File: src/rtl/prr_pkg.sv
package prr_pkg;

    // Which encoder supplied this cycle's decision
    typedef enum logic [1:0] {
        PATH_IDLE     = 2'd0,
        PATH_MASKED   = 2'd1,
        PATH_FALLBACK = 2'd2
    } arb_path_e;

    // Pointer register action for the coming edge
    typedef enum logic {
        PTR_HOLD    = 1'b0,
        PTR_ADVANCE = 1'b1
    } ptr_act_e;

endpackage

File: src/rtl/prr_thermo_mask.sv
module prr_thermo_mask #(
    parameter int NUM_REQ = 8,
    parameter int IDX_W   = $clog2(NUM_REQ)
) (
    input  logic [IDX_W-1:0]   level,
    output logic [NUM_REQ-1:0] mask
);

    // Bit g is kept when g is at or above the priority level
    for (genvar g = 0; g < NUM_REQ; g++) begin : g_bit
        assign mask[g] = (32'(g) >= 32'(level));
    end

endmodule

File: src/rtl/prr_simple_pe.sv
module prr_simple_pe #(
    parameter int NUM_REQ = 8,
    parameter int IDX_W   = $clog2(NUM_REQ)
) (
    input  logic [NUM_REQ-1:0] vec,
    output logic               found,
    output logic [IDX_W-1:0]   idx
);

    // Lowest set bit wins: scan from the top so lower bits overwrite
    always_comb begin
        found = 1'b0;
        idx   = '0;
        for (int i = NUM_REQ - 1; i >= 0; i--) begin
            if (vec[i]) begin
                found = 1'b1;
                idx   = IDX_W'(i);
            end
        end
    end

endmodule

File: src/rtl/prr_ptr_reg.sv
module prr_ptr_reg
    import prr_pkg::*;
#(
    parameter int NUM_REQ = 8,
    parameter int IDX_W   = $clog2(NUM_REQ)
) (
    input  logic             clk,
    input  logic             rst,
    input  ptr_act_e         act,
    input  logic [IDX_W-1:0] win_idx,
    output logic [IDX_W-1:0] ptr
);

    localparam logic [IDX_W-1:0] TOP_IDX = IDX_W'(NUM_REQ - 1);

    logic [IDX_W-1:0] ptr_next;

    always_comb begin
        unique case (act)
            PTR_ADVANCE: ptr_next = (win_idx == TOP_IDX) ? '0 : win_idx + IDX_W'(1);
            PTR_HOLD:    ptr_next = ptr;
            default:     ptr_next = ptr;
        endcase
    end

    always_ff @(posedge clk) begin
        if (rst) ptr <= '0;
        else     ptr <= ptr_next;
    end

endmodule

File: src/rtl/prr_arbiter.sv
module prr_arbiter
    import prr_pkg::*;
#(
    parameter int NUM_REQ = 8,
    parameter int IDX_W   = $clog2(NUM_REQ)
) (
    input  logic               clk,
    input  logic               rst,
    input  logic [NUM_REQ-1:0] req,
    input  logic               upd_en,
    output logic [NUM_REQ-1:0] grant,
    output logic [IDX_W-1:0]   grant_idx,
    output logic               grant_vld,
    output logic [IDX_W-1:0]   ptr
);

    logic [NUM_REQ-1:0] therm;
    logic [NUM_REQ-1:0] req_hi;
    logic               hit_hi;
    logic               hit_any;
    logic [IDX_W-1:0]   idx_hi;
    logic [IDX_W-1:0]   idx_any;
    arb_path_e          path;
    ptr_act_e           act;

    prr_thermo_mask #(.NUM_REQ(NUM_REQ), .IDX_W(IDX_W)) u_mask (
        .level (ptr),
        .mask  (therm)
    );

    assign req_hi = req & therm;

    prr_simple_pe #(.NUM_REQ(NUM_REQ), .IDX_W(IDX_W)) u_pe_masked (
        .vec   (req_hi),
        .found (hit_hi),
        .idx   (idx_hi)
    );

    prr_simple_pe #(.NUM_REQ(NUM_REQ), .IDX_W(IDX_W)) u_pe_raw (
        .vec   (req),
        .found (hit_any),
        .idx   (idx_any)
    );

    // Path selection
    always_comb begin
        if (hit_hi)       path = PATH_MASKED;
        else if (hit_any) path = PATH_FALLBACK;
        else              path = PATH_IDLE;
    end

    // Outputs per path
    always_comb begin
        unique case (path)
            PATH_MASKED: begin
                grant_vld = 1'b1;
                grant_idx = idx_hi;
            end
            PATH_FALLBACK: begin
                grant_vld = 1'b1;
                grant_idx = idx_any;
            end
            default: begin
                grant_vld = 1'b0;
                grant_idx = '0;
            end
        endcase
        grant = grant_vld ? (NUM_REQ'(1) << grant_idx) : '0;
        act   = (grant_vld && upd_en) ? PTR_ADVANCE : PTR_HOLD;
    end

    prr_ptr_reg #(.NUM_REQ(NUM_REQ), .IDX_W(IDX_W)) u_ptr (
        .clk     (clk),
        .rst     (rst),
        .act     (act),
        .win_idx (grant_idx),
        .ptr     (ptr)
    );

endmodule

File: config.mk
export PLATFORM = sky130hd
export DESIGN_NAME = prr_arbiter
export DESIGN_NICKNAME = d
export VERILOG_FILES = /design/src/rtl/prr_pkg.sv /design/src/rtl/prr_thermo_mask.sv /design/src/rtl/prr_simple_pe.sv /design/src/rtl/prr_ptr_reg.sv /design/src/rtl/prr_arbiter.sv
export SDC_FILE = /design/constraint.sdc
export NUM_CORES = 1
export LEC_CHECK = 0
export BUFFER_PORTS_ARGS = -buffer_cell sky130_fd_sc_hd__buf_2
export CAP_MARGIN = 20
export CELL_PAD_IN_SITES_DETAIL_PLACEMENT = 0
export CELL_PAD_IN_SITES_GLOBAL_PLACEMENT = 1
export CORE_MARGIN = 2
export CORE_UTILIZATION = 35
export DETAILED_ROUTE_END_ITERATION = 8
export GPL_ROUTABILITY_DRIVEN = 0
export GPL_TIMING_DRIVEN = 0
export PLACE_DENSITY = 0.91
export SLEW_MARGIN = 20
export SYNTH_ARGS = -nofsm -noshare
export SYNTH_HDL_FRONTEND = slang
export SYNTH_SLANG_ARGS = --single-unit
File: constraint.sdc
create_clock -name clk -period 4 [get_ports clk]
set_input_delay 0.8 -clock clk [delete_from_list [all_inputs] [get_ports clk]]
set_output_delay 0.8 -clock clk [all_outputs]
set_load 0.005 [all_outputs]
### After elaboration in Yosys (flattened, before gate mapping)

Index checks and enable logic that the tools add are counted.

* register bits after elaboration: 3
* latch bits: 0
* bits in writable memories: 0
* memory bits (read-only): 0
* input bits: 11
* output and inout port bits: 15
* logic and storage cells: 56
* memories kept: 0

* add/subtract/negate cells: 1
* $mul: 0
* div/mod/pow operators: 0
* order comparisons: 7
* equal/unequal tests: 3
* shift-type cells: 1
* multiplexer cells: 40
* bitwise operators: 1
* reductions and logical operators: 2

Operator list (count)
* 3-bit 2-to-1 mux: 18
* 1-bit 2-to-1 mux: 18
* 3-bit greater-or-equal comparator, first input constant: 3
* 8-bit bitwise AND: 1
* 8-bit 2-to-1 mux: 1
* 1-bit by 3-bit << shifter with 8-bit output, first input constant: 1
* 1-bit by 3-bit greater-or-equal comparator with 1-bit output, first input constant: 2
* 2-bit by 3-bit greater-or-equal comparator with 1-bit output, first input constant: 2
* 3-bit case mux with 2 select lines: 1
* 2-bit 2-to-1 mux: 2
* 3-bit by 1-bit adder with 3-bit output, second input constant: 1
* 3-bit == test, second input constant: 1
* 2-bit by 1-bit == test with 1-bit output, second input constant: 1
* 2-bit == test, second input constant: 1
* 2-bit OR reduction: 1
* 1-bit logical AND: 1

### Longest topological paths before layout

Gate-level depths: netlist (run 1).

* depth in word-level cells: 17
* mapped depth: 9
* mapped depth without buffers: 8

### Cells and area by module

Synthesis (run 1) repeated with hierarchy kept, for this count alone.

* cell total of the unflattened synthesis: 89
* area, all modules: 644.4 µm²

Modules (own cells, without submodules)
* prr_arbiter: instances 1, cells each 41, area each 292.8 µm²
* prr_simple_pe: instances 2, cells each 13, area each 80.1 µm²
* prr_ptr_reg: instances 1, cells each 13, area each 143.9 µm²
* prr_thermo_mask: instances 1, cells each 9, area each 47.5 µm²

### Worst setup path before layout (run 1)

Ideal clock, no wire load.

* kind: in2out
* start point: input port req[5]
* end point: output port grant[7]
* arrival time: 2308 ps
* slack: 892 ps
* cell stages on the path: 7
* path buffers: 0
* cell sequence: nand3b_1 a221oi_2 a222oi_1 or2_1 ha_1 ha_1 and2_1

* cells in the longest elaborated chain, start to end: 12
* elaborated cells between the ends (all ways): 34
* those cells by class: eq/ne (2); shift (1); mux (29); bitwise (1); reduce/logical (1)

RTL lines
* start: declaration: line prr_arbiter.sv:9 `input logic [NUM_REQ-1:0] req,`
* 8-bit bitwise AND or 1-bit 2-to-1 mux (tied branches): line prr_arbiter.sv:31, prr_simple_pe.sv:15
* 1-bit 2-to-1 mux (5 in series): line prr_simple_pe.sv:15 `if (vec[i]) begin`
* 1-bit 2-to-1 mux or 2-bit 2-to-1 mux (tied branches): line prr_simple_pe.sv:15, prr_arbiter.sv:48
* 2-bit 2-to-1 mux: line prr_arbiter.sv:47 `if (hit_hi) path = PATH_MASKED;`
* 2-bit == test or 2-bit by 1-bit == test with 1-bit output (tied branches): line prr_arbiter.sv:54 `unique case (path)`
* 3-bit case mux with 2 select lines (*): line prr_arbiter.sv:54
* via grant_idx[0]: line prr_arbiter.sv:12 `output logic [IDX_W-1:0] grant_idx,`
* 1-bit by 3-bit << shifter with 8-bit output (*): line prr_arbiter.sv:68 `grant = grant_vld ? (NUM_REQ'(1) << grant_idx) : '0;`
* 8-bit 2-to-1 mux (*): line prr_arbiter.sv:68
* end: declaration: line prr_arbiter.sv:11 `output logic [NUM_REQ-1:0] grant,`

Mark *: on every way through the listed nets, which the timed path passes. The rest lies on a longest branch.

### Worst setup path in the final report (run 1)

* start point: input port req[5]
* end point: output port grant[3]

* cells in the longest elaborated chain, start to end: 12
* elaborated cells between the ends (all ways): 34
* those cells by class: eq/ne (2); shift (1); mux (29); bitwise (1); reduce/logical (1)

RTL lines (line)
* 8-bit bitwise AND or 1-bit 2-to-1 mux (tied branches): prr_arbiter.sv:31, prr_simple_pe.sv:15
* 1-bit 2-to-1 mux (5 in series): prr_simple_pe.sv:15
* 1-bit 2-to-1 mux or 2-bit 2-to-1 mux (tied branches): prr_simple_pe.sv:15, prr_arbiter.sv:48
* 2-bit 2-to-1 mux: prr_arbiter.sv:47
* 2-bit == test or 2-bit by 1-bit == test with 1-bit output (tied branches): prr_arbiter.sv:54
* 3-bit case mux with 2 select lines or 2-bit OR reduction (tied branches)
* 1-bit by 3-bit << shifter with 8-bit output or 1-bit 2-to-1 mux (tied branches): prr_arbiter.sv:68, prr_arbiter.sv:54
* 8-bit 2-to-1 mux (*): prr_arbiter.sv:68

Mark *: on every way between the ends. The rest lies on a longest branch, timed or not.

==> results of run 1 <==
[metal layers]
layer  vias to the layer above  global-route usage  part of all wire
met3                         0             0.02381             0.019
met4                         0             0.07059                 0
li1                        344                   -                 -
met1                       311              0.1655              0.45
met2                         7              0.2592              0.53
met5                         -                   0                 0
[stage by stage]
step                area, um2  setup slack [ns]    util  hold slack, ns
floorplan               605.6            0.8921       -          0.5291
CTS                     778.2            0.4897  0.4659          0.5761
global placement        752.0            0.5160  0.4502          0.5694
detailed placement      752.0            0.4848  0.4502          0.5705
finish                  778.2            0.4732  0.4659          0.5778
global route            778.2            0.3894  0.4659          0.6133
[power groups by stage]
stage,Clock (mW),Sequential (mW),Combinational [mW]
global placement,0,0.0418,0.125
finish,0.0522,0.0415,0.128
global route,0.0602,0.0427,0.143
CTS,0.0564,0.0414,0.130
detailed placement,0,0.0419,0.129
floorplan,0,0.0409,0.0804
[cells by family after synthesis]
group                    Yosys count  synth area share
adder cells (fa/ha/maj)            6            0.1240
flip-flops                         3           0.09918
AO/OA/AOI/OAI                     27            0.3657
AND/OR/NAND/NOR                   33            0.3657
buffers and inverters              7           0.04544
[layout make-up]
cell class	count	area, um2
inverters	6	22.52
fillers	171	892.1
flip-flops and latches	3	60.06
multi-input cells	66	518.0
repair buffers	25	125.1
well taps	17	21.27
plain buffers	1	5.005
clock buffers	4	26.28
[synthesized netlist by cell type (2+ instances only)]
cell,n
and2b_1,2
ha_1,6
a21o_1,2
nand2_1,6
a311oi_1,2
inv_2,2
nand3b_1,2
a21oi_1,8
inv_1,4
and2_1,9
a21oi_2,2
o21ai_1,2
nor2_1,4
dfxtp_1,3
[worst max-delay path: stages]
cell      delay (ns)
buf_2           0.14
nand3b_1        0.20
a221oi_2        0.45
a222oi_1        0.19
or2_1           0.30
ha_1            0.23
ha_1            0.18
and2_1          0.13
buf_2           0.12
[worst max path at each step]
stage | end | depth (start not counted) | slack (ns)
after floorplan | grant[7] | 7 | 0.89
after global placement | grant[3] | 9 | 0.52
after detailed placement | grant[3] | 9 | 0.48
after CTS | grant[3] | 9 | 0.49
after global routing | grant[3] | 9 | 0.39
final | grant[3] | 9 | 0.47
==> flow_metrics.env, run 1 <==
export IMPL_final_common_cell="buf_2"
export IMPL_pwr_share_clk=0.236
export IMPL_die_height_um=45.60
export IMPL_htreeDepth=1
export IMPL_largest_reg_flops=3
export IMPL_min_to="u_ptr.ptr[1]$_SDFFE_PP0P_"
export IMPL_setup_tns_final_ns=0
export IMPL_netlist_instances=76
export IMPL_clock_sinks=3
export IMPL_die_w_um=45.60
export IMPL_rr_worst_depth=7
export IMPL_hpwl_mm=1.248
export IMPL_clk_pin_slew_ns=0.03
export IMPL_finClkSkew_ns=0.001693
export IMPL_synth_cell_types=36
export IMPL_final_cell_mix="26 x buf_2, 9 x and2_1, 8 x a21oi_1"
export IMPL_p_int_mw=0.1316
export IMPL_firstDrtPassIters=4
export IMPL_end_kind="output port"
export IMPL_yosysSeqAreaShare=0.09917
export IMPL_ys_ff_latch=3
export IMPL_path_max_fanout=7
export IMPL_grt_use_total=0.1457
export IMPL_core_um2=1670
export IMPL_drive_gt1_frac=0.3810
export IMPL_cts_path_max_buffers=2
export IMPL_synthToLayoutAreaGrowth_pct=28.51
export IMPL_drtAntennaViolNets=0
export IMPL_reg_largest_list="u_ptr.ptr (3)"
export IMPL_period_share=0.8817
export IMPL_seq_power_share=0.187
export IMPL_combPwrFrac=0.577
export IMPL_post_cts_buffers=0
export IMPL_irDropWorstVdd_uv=180.9
export IMPL_num_antenna_cells=0
export IMPL_nNetsFinal=123
export IMPL_synth_warnings=0
export IMPL_hold_viol_final=0
export IMPL_antenna_found_initial=0
export IMPL_syn_area_per_cell_um2=7.968
export IMPL_placedCellCount=118
export IMPL_synth_top_area_frac=0.1240
export IMPL_startpoint="req[5]"
export IMPL_drtIter0Drc=6
export IMPL_power_density_nw_per_um2=285.0
export IMPL_status="complete, no violations"
export IMPL_p_leak_nw=0.3705
export IMPL_timing_rr_start="u_ptr.ptr[1]$_SDFFE_PP0P_"
export IMPL_hold_class="reg2reg"
export IMPL_cts_buffers=3
export IMPL_start_util=0.3625
export IMPL_p_sw_mw=0.09018
export IMPL_switching_share=0.4066
export IMPL_top_register="u_ptr.ptr"
export IMPL_relSlewSlack=0.6678
export IMPL_worstSetupPathType="in2out"
export IMPL_worstPathArrival_ns=2.73
export IMPL_routed_wl_mm=1.529
export IMPL_period_minus_slack_ns=3.527
export IMPL_r2r_end="u_ptr.ptr[2]$_SDFFE_PP0P_"
export IMPL_wire_per_inst_um=12.53
export IMPL_hold_depth=2
export IMPL_rows=15
export IMPL_slew_violations=0
export IMPL_synthTopCellsByArea="ha_1 12%, dfxtp_1 9.9%, and2_1 9.3%"
export IMPL_crit_path_start_kind="primary input"
export IMPL_ioPinCount=26
export IMPL_rrSetupSlack_ns=1.61
export IMPL_setup_viol=0
export IMPL_worstPathRequired_ns=3.20
export IMPL_clk_insertion_delay_late_ns=0.23
export IMPL_drc=0
export IMPL_async_flop_share=0
export IMPL_synth_edff_count=0
export IMPL_final_cells=122
export IMPL_ys_flop_type="dfxtp_1"
export IMPL_synth_area_leader_cell="ha_1"
export IMPL_first_global_vias=569
export IMPL_netlist_area_um2=605.6
export IMPL_tightest_slew_ns=0.4984
export IMPL_rsz0062_at_grt="no"
export IMPL_maxCapViolCount=0
export IMPL_grt_max_degree=10
export IMPL_min_from="u_ptr.ptr[1]$_SDFFE_PP0P_"
export IMPL_ctsRootBufferMaster="clkbuf_4"
export IMPL_num_vias=662
export IMPL_grt_pass1_wl_mm=2.201
export IMPL_cts_resized=0
export IMPL_cts_tree="yes"
export IMPL_syn_nets=93
export IMPL_fmax_mhz=283.5
export IMPL_power_mw=0.2218
export IMPL_portBuffers=25
export IMPL_die_area_um2=2079
export IMPL_vias_per_cell=5.426
export IMPL_grt_overflow=0
export IMPL_hold_buffers=0
(Power assumes the default switching activity.)
==> run 2, diff against run 1 <==
Settings changed: BUFFER_PORTS_ARGS -buffer_cell sky130_fd_sc_hd__buf_2 to -buffer_cell sky130_fd_sc_hd__buf_4.
==> flow_metrics.env, run 2 (same netlist as run 1, synthesis figures left out) <==
export IMPL_final_cell_mix="25 x buf_4, 9 x and2_1, 8 x a21oi_1"
export IMPL_portBuffers=25
export IMPL_ctsRootBufferMaster="clkbuf_4"
export IMPL_start_util=0.3625
export IMPL_hold_depth=2
export IMPL_setup_viol=0
export IMPL_layout_setup_ws_ns=0.4611
export IMPL_routed_wl_mm=1.543
export IMPL_crit_path_start_kind="primary input"
export IMPL_first_global_vias=590
export IMPL_timing_rr_start="u_ptr.ptr[2]$_SDFFE_PP0P_"
export IMPL_irDropWorstVdd_uv=188.8
export IMPL_min_to="u_ptr.ptr[1]$_SDFFE_PP0P_"
export IMPL_firstDrtPassIters=4
export IMPL_num_antenna_cells=0
export IMPL_cts_resized=0
export IMPL_drc=0
export IMPL_hold_buffers=0
export IMPL_power_density_nw_per_um2=282.6
export IMPL_hpwl_mm=1.241
export IMPL_pre_cts_ws_ns=0.4564
export IMPL_final_common_cell="buf_4"
export IMPL_grt_overflow=0
export IMPL_wire_per_inst_um=12.65
export IMPL_htreeDepth=1
export IMPL_reg_largest_list="u_ptr.ptr (3)"
export IMPL_nNetsFinal=123
export IMPL_rsz0062_at_grt="no"
export IMPL_status="complete, no violations"
export IMPL_worstSetupPathType="in2out"
export IMPL_rrSetupSlack_ns=1.59
export IMPL_die_area_um2=2079
export IMPL_die_w_um=45.60
export IMPL_fmax_mhz=282.6
export IMPL_tightest_slew_ns=0.5235
export IMPL_clk_pin_slew_ns=0.04
export IMPL_worstPathArrival_ns=2.74
export IMPL_rows=15
export IMPL_drtAntennaViolNets=0
export IMPL_top_register="u_ptr.ptr"
export IMPL_hold_class="reg2reg"
export IMPL_antenna_found_initial=0
export IMPL_rr_worst_depth=8
export IMPL_finClkSkew_ns=0.0005017
export IMPL_end_kind="output port"
export IMPL_cts_tree="yes"
export IMPL_seqCellArea_um2=60.06
export IMPL_largest_reg_flops=3
export IMPL_clock_sinks=3
export IMPL_drtIter0Drc=16
export IMPL_vias_per_cell=5.533
export IMPL_setup_tns_final_ns=0
export IMPL_grt_use_total=0.1603
export IMPL_num_vias=675
export IMPL_hold_viol_final=0
export IMPL_period_minus_slack_ns=3.539
export IMPL_nFillCells=167
export IMPL_path_max_fanout=7
export IMPL_multiInputGateArea_um2=518.0
export IMPL_grt_pass1_wl_mm=2.546
export IMPL_min_from="u_ptr.ptr[1]$_SDFFE_PP0P_"
export IMPL_cts_path_max_buffers=2
export IMPL_synthToLayoutAreaGrowth_pct=38.84
export IMPL_ioPinCount=26
export IMPL_die_height_um=45.60
export IMPL_r2r_end="u_ptr.ptr[2]$_SDFFE_PP0P_"
export IMPL_core_um2=1670
export IMPL_post_cts_buffers=0
export IMPL_slew_violations=0
export IMPL_p_leak_nw=0.3841
export IMPL_cts_buffers=3
export IMPL_grt_max_degree=10
export IMPL_worstPathRequired_ns=3.20
export IMPL_clk_insertion_delay_late_ns=0.23
export IMPL_relSlewSlack=0.6510
export IMPL_drive_gt1_frac=0.3810
export IMPL_period_share=0.8847
export IMPL_maxCapViolCount=0
## run 2: cell types whose count changed in the layout (fill, tap and decap cells not counted)
cell   before  now
buf_2      26    1
buf_4       0   25
## run 2: how the worst max path moves through the flow
| stage | endpoint | start | cells after the start |
|---|---|---|---|
| floorplan | grant[7] | req[5] | 7 |
| global placement | grant[3] | req[5] | 9 |
| detailed placement | grant[3] | req[5] | 9 |
| CTS | grant[3] | req[5] | 9 |
| global route | grant[3] | req[5] | 9 |
| finish | grant[3] | req[5] | 9 |
## run 2: metrics by stage
step / utilization / hold slack, ns / power (mW) / std cells / cell area, um2
after floorplan: - / 0.5291 / 0.1213 / 76 / 605.6
after global placement: 0.4876 / 0.5722 / 0.1843 / 118 / 814.5
after detailed placement: 0.4876 / 0.5768 / 0.1873 / 118 / 814.5
after CTS: 0.5034 / 0.5820 / 0.2430 / 122 / 840.8
after global routing: 0.5034 / 0.6108 / 0.2623 / 122 / 840.8
final: 0.5034 / 0.5738 / 0.2376 / 122 / 840.8
## run 2: power by group
group / internal (mW) / leakage, nW / total [mW] / switching [mW]
sequential: 0.0345 / 0.0248 / 0.0417 / 0.00722
clock: 0.0373 / 0.0150 / 0.0521 / 0.0148
combinational: 0.0745 / 0.344 / 0.144 / 0.0693
## run 2: worst max-delay path: stages
cell      delay [ns]
buf_4           0.14
nand3b_1        0.19
a221oi_2        0.45
a222oi_1        0.20
or2_1           0.31
ha_1            0.23
ha_1            0.17
and2_1          0.13
buf_4           0.13
## run 2: area by class of cell
class                      instances  area share
buffer                             1    0.005952
tap                               17     0.02530
sequential                         3     0.07143
inverter                           6     0.02679
clock buffer                       4     0.03125
timing repair buffer              25      0.2232
multi-input combinational         66      0.6161
## run 2: per-layer routing
layer  vias to the layer above  routed length (um)  GRT usage
li1                        340                   -          -
met1                       318                 650     0.2199
met2                        17                 825     0.2563
met3                         0                  66    0.01587
met4                         0                   0    0.05882
met5                         -                   0          0
==> run 3, diff against run 2 <==
Settings changed: CELL_PAD_IN_SITES_DETAIL_PLACEMENT 0 to 1, CELL_PAD_IN_SITES_GLOBAL_PLACEMENT 1 to 2, CORE_UTILIZATION 35 to 27, SLEW_MARGIN 20 to 15.
==> flow_metrics.env, run 3 (same netlist as run 1, synthesis figures left out) <==
export IMPL_status="complete, no violations"
export IMPL_first_global_vias=640
export IMPL_vias_per_cell=5.023
export IMPL_drtIter0Drc=3
export IMPL_worstPathArrival_ns=2.78
export IMPL_final_cell_mix="25 x buf_4, 9 x and2_1, 8 x a21oi_1"
export IMPL_end_kind="output port"
export IMPL_final_common_cell="buf_4"
export IMPL_rsz0062_at_grt="no"
export IMPL_met1_length_um=831
export IMPL_grt_pass1_wl_mm=3.056
export IMPL_p_leak_nw=0.3841
export IMPL_irDropWorstVdd_uv=166.3
export IMPL_tightest_slew_ns=0.5074
export IMPL_grt_max_degree=10
export IMPL_start_util=0.2791
export IMPL_multiInputGateArea_um2=518.0
export IMPL_finClkSkew_ns=0.004501
export IMPL_startpoint="req[5]"
export IMPL_clk_insertion_delay_late_ns=0.23
export IMPL_top_layer="met3"
export IMPL_maxCapViolCount=0
export IMPL_core_um2=2170
export IMPL_crit_path_start_kind="primary input"
export IMPL_period_minus_slack_ns=3.578
export IMPL_num_vias=668
export IMPL_slowest_delay_ns=0.46
export IMPL_power_density_nw_per_um2=282.2
export IMPL_drive_gt1_frac=0.3810
export IMPL_setup_tns_final_ns=0
export IMPL_nFillCells=285
export IMPL_largest_reg_flops=3
export IMPL_path_cells="buf_4, nand3b_1, a221oi_2, a222oi_1, or2_1, ha_1, ha_1, and2_1, buf_4"
export IMPL_hold_buffers=0
export IMPL_worstSetupPathType="in2out"
export IMPL_nNetsFinal=123
export IMPL_power_mw=0.2412
export IMPL_rows=17
export IMPL_relSlewSlack=0.6617
export IMPL_r2r_end="u_ptr.ptr[2]$_SDFFE_PP0P_"
export IMPL_fmax_mhz=279.5
export IMPL_period_share=0.8945
export IMPL_wire_per_inst_um=13.29
export IMPL_antenna_found_initial=0
export IMPL_min_from="u_ptr.ptr[1]$_SDFFE_PP0P_"
export IMPL_ioPinCount=26
export IMPL_path_max_fanout=7
export IMPL_ctsRootBufferMaster="clkbuf_4"
export IMPL_setup_viol=0
export IMPL_wl_met3_um=49
export IMPL_cts_tree="yes"
export IMPL_htreeDepth=1
export IMPL_cp_top_family="compound AO/OA/AOI/OAI gates"
export IMPL_slew_violations=0
export IMPL_cts_buffers=3
export IMPL_min_to="u_ptr.ptr[1]$_SDFFE_PP0P_"
export IMPL_reg_largest_list="u_ptr.ptr (3)"
export IMPL_synthToLayoutAreaGrowth_pct=41.12
export IMPL_drc=0
export IMPL_hpwl_mm=1.482
export IMPL_grt_overflow=0
export IMPL_wl_met2_um=887
export IMPL_die_height_um=51.36
export IMPL_worstPathRequired_ns=3.20
export IMPL_hold_viol_final=0
export IMPL_hold_depth=2
export IMPL_hold_class="reg2reg"
export IMPL_cts_resized=0
export IMPL_firstDrtPassIters=4
export IMPL_portBuffers=25
export IMPL_clk_pin_slew_ns=0.03
export IMPL_num_antenna_cells=0
export IMPL_grt_use_total=0.1505
export IMPL_die_w_um=51.36
export IMPL_crit_buf_inv=2
export IMPL_slowest_stage="a221oi_2"
export IMPL_routed_wl_mm=1.768
export IMPL_timing_rr_start="u_ptr.ptr[2]$_SDFFE_PP0P_"
export IMPL_post_cts_buffers=0
export IMPL_seqCellArea_um2=60.06
export IMPL_rr_worst_depth=8
export IMPL_cts_path_max_buffers=2
export IMPL_rrSetupSlack_ns=1.56
export IMPL_top_register="u_ptr.ptr"
export IMPL_clock_sinks=3
export IMPL_die_area_um2=2638
export IMPL_drtAntennaViolNets=0
## run 3: worst max path at each step
stage	end	slack [ns]	cells past startpoint
floorplan	grant[7]	0.89	7
global placement	grant[3]	0.48	9
detailed placement	grant[7]	0.41	9
CTS	grant[7]	0.41	9
global route	grant[7]	0.29	10
finish	grant[7]	0.42	9
## run 3: per-layer routing
layer  vias up  track usage
li1        345            -
met1       311       0.2042
met2        12       0.2393
met3         0      0.02339
met4         0      0.05263
met5         -            0
## run 3: cell type report
type	count	area share
multi-input combinational	66	0.6061
timing repair buffer	25	0.2196
sequential	3	0.07028
tap	28	0.04100
clock buffer	4	0.03075
inverter	6	0.02635
buffer	1	0.005857
## run 3: report_power, final
| group | internal, mW | total [mW] | leakage, nW | switching (mW) |
|---|---|---|---|---|
| Combinational | 0.0753 | 0.147 | 0.344 | 0.0715 |
| Sequential | 0.0345 | 0.0416 | 0.0248 | 0.00715 |
| Clock | 0.0374 | 0.0527 | 0.0150 | 0.0153 |
## run 3: through the flow
step	util	worst slack [ns]	instances	cell area (um2)	hold WS, ns
floorplan	-	0.8921	76	605.6	0.5291
global placement	0.3818	0.4757	129	828.3	0.5746
detailed placement	0.3818	0.4098	129	828.3	0.5898
CTS	0.3939	0.4068	133	854.6	0.5966
global route	0.3939	0.2893	133	854.6	0.6490
finish	0.3939	0.4221	133	854.6	0.5857
## run 3: worst register-to-register path, stage by stage (launching register included)
cell	delay, ns
dfxtp_1	0.31
buf_2	0.20
nand3b_1	0.14
a221oi_2	0.46
a222oi_1	0.20
or2_1	0.31
ha_1	0.24
ha_1	0.28
a311oi_1	0.21
